## src/rtl/softint_pkg.sv

```systemverilog
package softint_pkg;

  localparam int PEND_W       = 17;
  localparam int PIL_W        = 4;
  localparam int DATA_W       = 32;
  localparam int ADDR_W       = 2;
  localparam int TIMER_THRESH = 14;
  localparam int PIL_RESET    = 15;

  typedef enum logic [ADDR_W-1:0] {
    ADDR_DIRECT = 2'd0,
    ADDR_SET    = 2'd1,
    ADDR_CLR    = 2'd2,
    ADDR_LEVEL  = 2'd3
  } regAddr_e;

  typedef struct packed {
    logic loadPend;
    logic setPend;
    logic clrPend;
    logic loadPil;
  } pendStrobe_t;

endpackage

```

## src/rtl/softint_ctrl.sv

```systemverilog
module softint_ctrl
  import softint_pkg::*;
#(
  parameter int AW = ADDR_W
) (
  input  logic          busWrEn,
  input  logic [AW-1:0] busAddr,
  output pendStrobe_t   strobes
);

  always_comb begin
    strobes = '0;
    if (busWrEn) begin
      unique case (regAddr_e'(busAddr))
        ADDR_DIRECT: strobes.loadPend = 1'b1;
        ADDR_SET:    strobes.setPend  = 1'b1;
        ADDR_CLR:    strobes.clrPend  = 1'b1;
        ADDR_LEVEL:  strobes.loadPil  = 1'b1;
        default:     strobes = '0;
      endcase
    end
  end

endmodule

```

## src/rtl/softint_datapath.sv

```systemverilog
module softint_datapath
  import softint_pkg::*;
#(
  parameter int PW       = PEND_W,
  parameter int LW       = PIL_W,
  parameter int LVL_INIT = PIL_RESET
) (
  input  logic          clk,
  input  logic          rstN,
  input  pendStrobe_t   strobes,
  input  logic [PW-1:0] wrBits,
  input  logic          tickMatch,
  input  logic          stickMatch,
  output logic [PW-1:0] pendReg,
  output logic [LW-1:0] pilReg
);

  localparam int TOP_BIT = PW - 1;

  logic [PW-1:0] hwMask;
  logic [PW-1:0] pendNext;

  always_comb begin
    hwMask          = '0;
    hwMask[0]       = tickMatch;
    hwMask[TOP_BIT] = stickMatch;
  end

  always_comb begin
    pendNext = pendReg;
    if (strobes.loadPend) pendNext = wrBits;
    if (strobes.setPend)  pendNext = pendNext | wrBits;
    if (strobes.clrPend)  pendNext = pendNext & ~wrBits;
    pendNext = pendNext | hwMask;
  end

  always_ff @(posedge clk) begin
    if (!rstN) begin
      pendReg <= '0;
      pilReg  <= LW'(LVL_INIT);
    end else begin
      pendReg <= pendNext;
      if (strobes.loadPil) pilReg <= wrBits[LW-1:0];
    end
  end


  set_alias_chk: assert property (@(posedge clk) disable iff (!rstN)
    $past(strobes.setPend) && !$past(strobes.loadPend) && !$past(strobes.clrPend)
      |-> ((pendReg & $past(wrBits)) == $past(wrBits)));


  clr_alias_chk: assert property (@(posedge clk) disable iff (!rstN)
    $past(strobes.clrPend) && !$past(tickMatch) && !$past(stickMatch)
      |-> ((pendReg & $past(wrBits)) == '0));


  tick_set_chk: assert property (@(posedge clk) disable iff (!rstN)
    $past(tickMatch) |-> pendReg[0]);


  stick_set_chk: assert property (@(posedge clk) disable iff (!rstN)
    $past(stickMatch) |-> pendReg[TOP_BIT]);


  pil_hold_chk: assert property (@(posedge clk) disable iff (!rstN)
    !$past(strobes.loadPil) |-> $stable(pilReg));

endmodule

```

## src/rtl/softint_reqgen.sv

```systemverilog
module softint_reqgen
  import softint_pkg::*;
#(
  parameter int PW     = PEND_W,
  parameter int LW     = PIL_W,
  parameter int THRESH = TIMER_THRESH
) (
  input  logic [PW-1:0] pendReg,
  input  logic [LW-1:0] pilReg,
  output logic [PW-1:0] intReq
);

  localparam int TOP_BIT = PW - 1;

  logic timerOpen;
  assign timerOpen = (pilReg < LW'(THRESH));

  for (genvar g = 0; g < PW; g++) begin : g_req
    if (g == 0 || g == TOP_BIT) begin : g_timer
      assign intReq[g] = pendReg[g] & timerOpen;
    end else begin : g_level
      localparam logic [LW:0] LEVEL = (LW+1)'(g);
      assign intReq[g] = pendReg[g] & (LEVEL > {1'b0, pilReg});
    end
  end

endmodule

```

## src/rtl/softint_pend.sv

```systemverilog
module softint_pend
  import softint_pkg::*;
#(
  parameter int PW       = PEND_W,
  parameter int LW       = PIL_W,
  parameter int DW       = DATA_W,
  parameter int AW       = ADDR_W,
  parameter int THRESH   = TIMER_THRESH,
  parameter int LVL_INIT = PIL_RESET
) (
  input  logic          clk,
  input  logic          rstN,
  input  logic          busWrEn,
  input  logic [AW-1:0] busAddr,
  input  logic [DW-1:0] busWrData,
  output logic [DW-1:0] busRdData,
  input  logic          tickMatch,
  input  logic          stickMatch,
  output logic [PW-1:0] intReq
);

  pendStrobe_t   strobes;
  logic [PW-1:0] pendReg;
  logic [LW-1:0] pilReg;
  logic          unusedUpper;

  assign unusedUpper = ^busWrData[DW-1:PW];

  softint_ctrl #(.AW(AW)) ctrl_i (
    .busWrEn (busWrEn),
    .busAddr (busAddr),
    .strobes (strobes)
  );

  softint_datapath #(.PW(PW), .LW(LW), .LVL_INIT(LVL_INIT)) dp_i (
    .clk        (clk),
    .rstN       (rstN),
    .strobes    (strobes),
    .wrBits     (busWrData[PW-1:0]),
    .tickMatch  (tickMatch),
    .stickMatch (stickMatch),
    .pendReg    (pendReg),
    .pilReg     (pilReg)
  );

  softint_reqgen #(.PW(PW), .LW(LW), .THRESH(THRESH)) req_i (
    .pendReg (pendReg),
    .pilReg  (pilReg),
    .intReq  (intReq)
  );

  always_comb begin
    if (regAddr_e'(busAddr) == ADDR_LEVEL) busRdData = DW'(pilReg);
    else                                   busRdData = DW'(pendReg);
  end


  no_spurious_chk: assert property (@(posedge clk) disable iff (!rstN)
    (intReq & ~pendReg) == '0);


  timer_mask_chk: assert property (@(posedge clk) disable iff (!rstN)
    (pilReg >= LW'(THRESH)) |-> (!intReq[0] && !intReq[PW-1]));


  top_level_chk: assert property (@(posedge clk) disable iff (!rstN)
    (pilReg == LW'(PW-2)) |-> !intReq[PW-2]);

endmodule

```

## config.mk

```make
export PLATFORM = sky130hd
export DESIGN_NAME = softint_pend
export DESIGN_NICKNAME = d
export VERILOG_FILES = /design/src/rtl/softint_pkg.sv /design/src/rtl/softint_ctrl.sv /design/src/rtl/softint_datapath.sv /design/src/rtl/softint_reqgen.sv /design/src/rtl/softint_pend.sv
export SDC_FILE = /design/constraint.sdc
export NUM_CORES = 1
export LEC_CHECK = 0
export BUFFER_PORTS_ARGS = -buffer_cell sky130_fd_sc_hd__buf_2
export CORE_UTILIZATION = 42
export DETAILED_ROUTE_END_ITERATION = 8
export GPL_TIMING_DRIVEN = 0
export PLACE_DENSITY = 0.78
export SYNTH_ARGS = -nofsm -noshare
export SYNTH_HDL_FRONTEND = slang
export SYNTH_SLANG_ARGS = --single-unit
```

## constraint.sdc

```tcl
create_clock -name clk -period 1.05 [get_ports clk]
set_input_delay 0.21 -clock clk [delete_from_list [all_inputs] [get_ports clk]]
set_output_delay 0.21 -clock clk [all_outputs]
set_load 0.05 [all_outputs]
```

==> summary.txt <==
Power and ir drop
  • Pwr/cell area: 899 nW/um^2
  • Comb power frac: 42.6%
  • Pwr Total: 0.00227 W
  • Switching portion of total power: 39.0%
  • Switch Pwr: 0.000886 W
  • Max IR drop VDD: 557 uV
  • Leakage: 1.21 nW
  • Clk pwr share: 18.1%
  • Int Pwr: 0.00139 W
  • Sequential share of power: 39.3%

GRT
  • First-pass GRT wire length: 6610 um
  • Vias in the first global route: 1,426
  • Total gr overflow: 0
  • Largest net degree at the start of global routing: 12
  • Initial antenna violation count: 0
  • GRT Total Usage: 25.3%

Timing
  • Clock Skew: 0 ps
  • Final Hold Vio Count: 0
  • Setup ws final: -521 ps
  • Total negative setup slack: -10,650 ps
  • RSZ-0062 raised after global routing: true
  • Setup violators final: 34
  • Minimum clock period: 1570 ps
  • Hold Slack: 125 ps
  • Maximum clock rate: 637 MHz
  • Fin. max-slew vios: 0
  • Final cycle utilization of the critical path: 150%

Clock tree
  • CTS Hold Bufs: 0
  • CTS max path bufs: 2
  • Clk_lat worst skew: 310 ps
  • Root Driver: clkbuf_4
  • Worst-path clk slew: 130 ps
  • CTS tree: yes
  • H-tree depth: 1
  • CTS Buf Count: 3
  • # clock sinks: 21

Detailed routing
  • DRC viols: 0
  • Initial DRC Count: 70
  • Routed wire length: 4770 um
  • Vias per std cell: 5.04
  • Vias post-DR: 1,598
  • Wire length per cell: 15.0 um
  • Detail Route Antenna Nets: 0
  • TritonRoute pass-1 iters: 4

Finish
  • Area grow syn2layout: 83.9%
  • Final Cell Area: 2530 sq um
  • Antenna Cells: 0
  • Final net count: 313
  • Layout cell share with drive strength beyond 1: 57.1%

Critical path
  • Crit end category: primary output
  • R2r setup slk: 180 ps
  • Worst r2r dst: dp_i.pilReg[3]$_SDFFE_PN1P_
  • Critical Path AT: 1360 ps
  • Depth of the most critical reg-to-reg path: 3
  • Startpoint Class: flip-flop
  • Max FO, Critical Path: 5
  • CP Data Required Time: 840 ps
  • RR Startpoint: dp_i.pilReg[3]$_SDFFE_PN1P_
  • CP Class: reg2out

Floorplan
  • Row cnt: 20
  • Die footprint: 3500 sq um
  • Core Box Area: 3080 sq um
  • Die Span X: 59.2 um
  • Io pins: 88
  • Starting density of the core: 44.6%
  • DIE HEIGHT: 59.2 um

Synthesis
  • Avg Inst Size Synth: 7.19 sq um
  • Distinct cells, synth: 28
  • Register bit count reported by yosys: 21
  • Post-synthesis sequential area ratio: 30.6%
  • Post-Syn Area: 1370 sq um
  • Syn Inst Count: 191
  • Yosys warns: 0

Placement
  • Detailed placer's ending HPWL: 2780 um
  • PortBufs: 56
  • Final Wtd Congestion: 0.815
  • Post-DP Area: 1930 sq um

Worst hold path
  • Hold Path Class: in2reg
  • Hold Path End: dp_i.pendReg[15]$_SDFF_PN0_
  • Hold wc startpoint: busWrData[15]
  • WHS Path Cells: 3

Flow run
  • Max Cap Violations: 0

Status
  • Failing checks: negative setup slack
  • Status: complete, but fails checks
-- worst max-delay path, stage by stage (launching register included) --
cell      delay (ps)
dfxtp_2          370
buf_6            150
a311oi_4         320
buf_6            210
-- sequential cells by signal (all words and copies together), names as in the netlist --
| name | count |
|---|---|
| dp_i.pendReg | 17 |
| dp_i.pilReg | 4 |
-- cell type report --
class,instances,area [sq um]
timing repair buffer,64,691
buffer,29,264
clock buffer,4,26.3
fill,183,552
inverter,17,63.8
tap,44,55.1
sequential,21,449
multi-input combinational,138,977
-- Yosys cell counts (all sizes together) --
cell	number	area, sq um
nand3	17	90.1
o21ai	19	95.1
dfxtp	21	420
inv	17	63.8
o31ai	1	7.51
a21oi	19	95.1
buf	27	189
mux2	4	45.0
mux2i	1	10.0
nor2	2	7.51
o211ai	3	22.5
a21boi	3	22.5
nand2b	2	12.5
nand2	22	82.6
a211oi	1	7.51
and3b	1	8.76
clkbuf	2	7.51
nor4b	1	8.76
and3	2	12.5
nor2b	4	25.0
conb	1	3.75
a311oi	1	8.76
and2	18	113
o21a	2	15.0
-- cell usage in the layout (no fill, tap or decap), types with 3 or more instances in the layout --
cell type,Yosys,layout
buf_8,0,20
nand3_1,16,15
a21oi_1,19,17
o21ai_1,10,11
nand2_1,22,20
buf_12,0,3
and2_4,0,18
buf_2,7,23
o21ai_0,9,7
dfxtp_4,0,3
mux2_2,4,3
dfxtp_2,0,14
buf_4,19,23
dfxtp_1,21,4
inv_1,17,15
o211ai_1,3,3
conb_1,1,15
nor2b_1,4,3
buf_6,1,20
clkbuf_4,0,3
-- cells by family (layout without fill, tap and decap cells) --
family | count (synthesis) | count (layout) | synth area share, %
and+or+nand+nor | 69 | 69 | 26.2
buffers and inverters | 46 | 114 | 18.9
muxes | 5 | 5 | 4.01
other | 1 | 15 | 0.273
DFF | 21 | 21 | 30.6
AOI/OAI and AO/OA | 49 | 49 | 19.9
-- worst max-delay path by stage --
stage	cells past startpoint	slack [ps]	startpoint	to
finish	3	-520	dp_i.pilReg[1]$_SDFFE_PN1P_	intReq[7]
global route	4	-560	dp_i.pilReg[1]$_SDFFE_PN1P_	intReq[9]
CTS	4	-480	dp_i.pilReg[2]$_SDFFE_PN1P_	intReq[9]
detailed placement	5	-520	busAddr[0]	busRdData[5]
global placement	5	-490	busAddr[0]	busRdData[8]
floorplan	2	-270	dp_i.pilReg[2]$_SDFFE_PN1P_	intReq[2]
-- metrics by stage --
stage | setup WS (ps) | utilization, % | instances
final | -521 | 82.1 | 317
after global routing | -557 | 82.1 | 317
after CTS | -485 | 77.9 | 314
after detailed placement | -517 | 62.8 | 305
after global placement | -489 | 62.8 | 305
after floorplan | -266 | - | 205
-- power groups by stage --
| stage | clock (W) | combinational [W] | sequential (W) |
|---|---|---|---|
| 2_1_floorplan | 0 | 0.000601 | 0.000883 |
| 3_3_place_gp | 0 | 0.000740 | 0.000891 |
| 3_5_place_dp | 0 | 0.000747 | 0.000894 |
| 4_1_cts | 0.000398 | 0.000903 | 0.000884 |
| 5_1_grt | 0.000454 | 0.00101 | 0.000898 |
| 6_report | 0.000411 | 0.000968 | 0.000893 |
-- what timing repair did --
| action | in CTS | in global routing |
|---|---|---|
| pin swaps | 4 | 11 |
| gates cloned | 2 | 1 |
| setup endpoints to repair | 34 | 34 |
| resized for setup | 123 | 21 |
| buffers inserted | 3 | 2 |
-- metal layers --
metal | vias to the layer above | GRT usage, % | wire length, um
met5 | - | 0 | 0
met4 | 0 | 7.48 | 80
met3 | 13 | 1.97 | 294
met2 | 79 | 43.7 | 2490
met1 | 740 | 33.6 | 1910
li1 | 766 | - | -
Power figures use the tool's default switching activity.
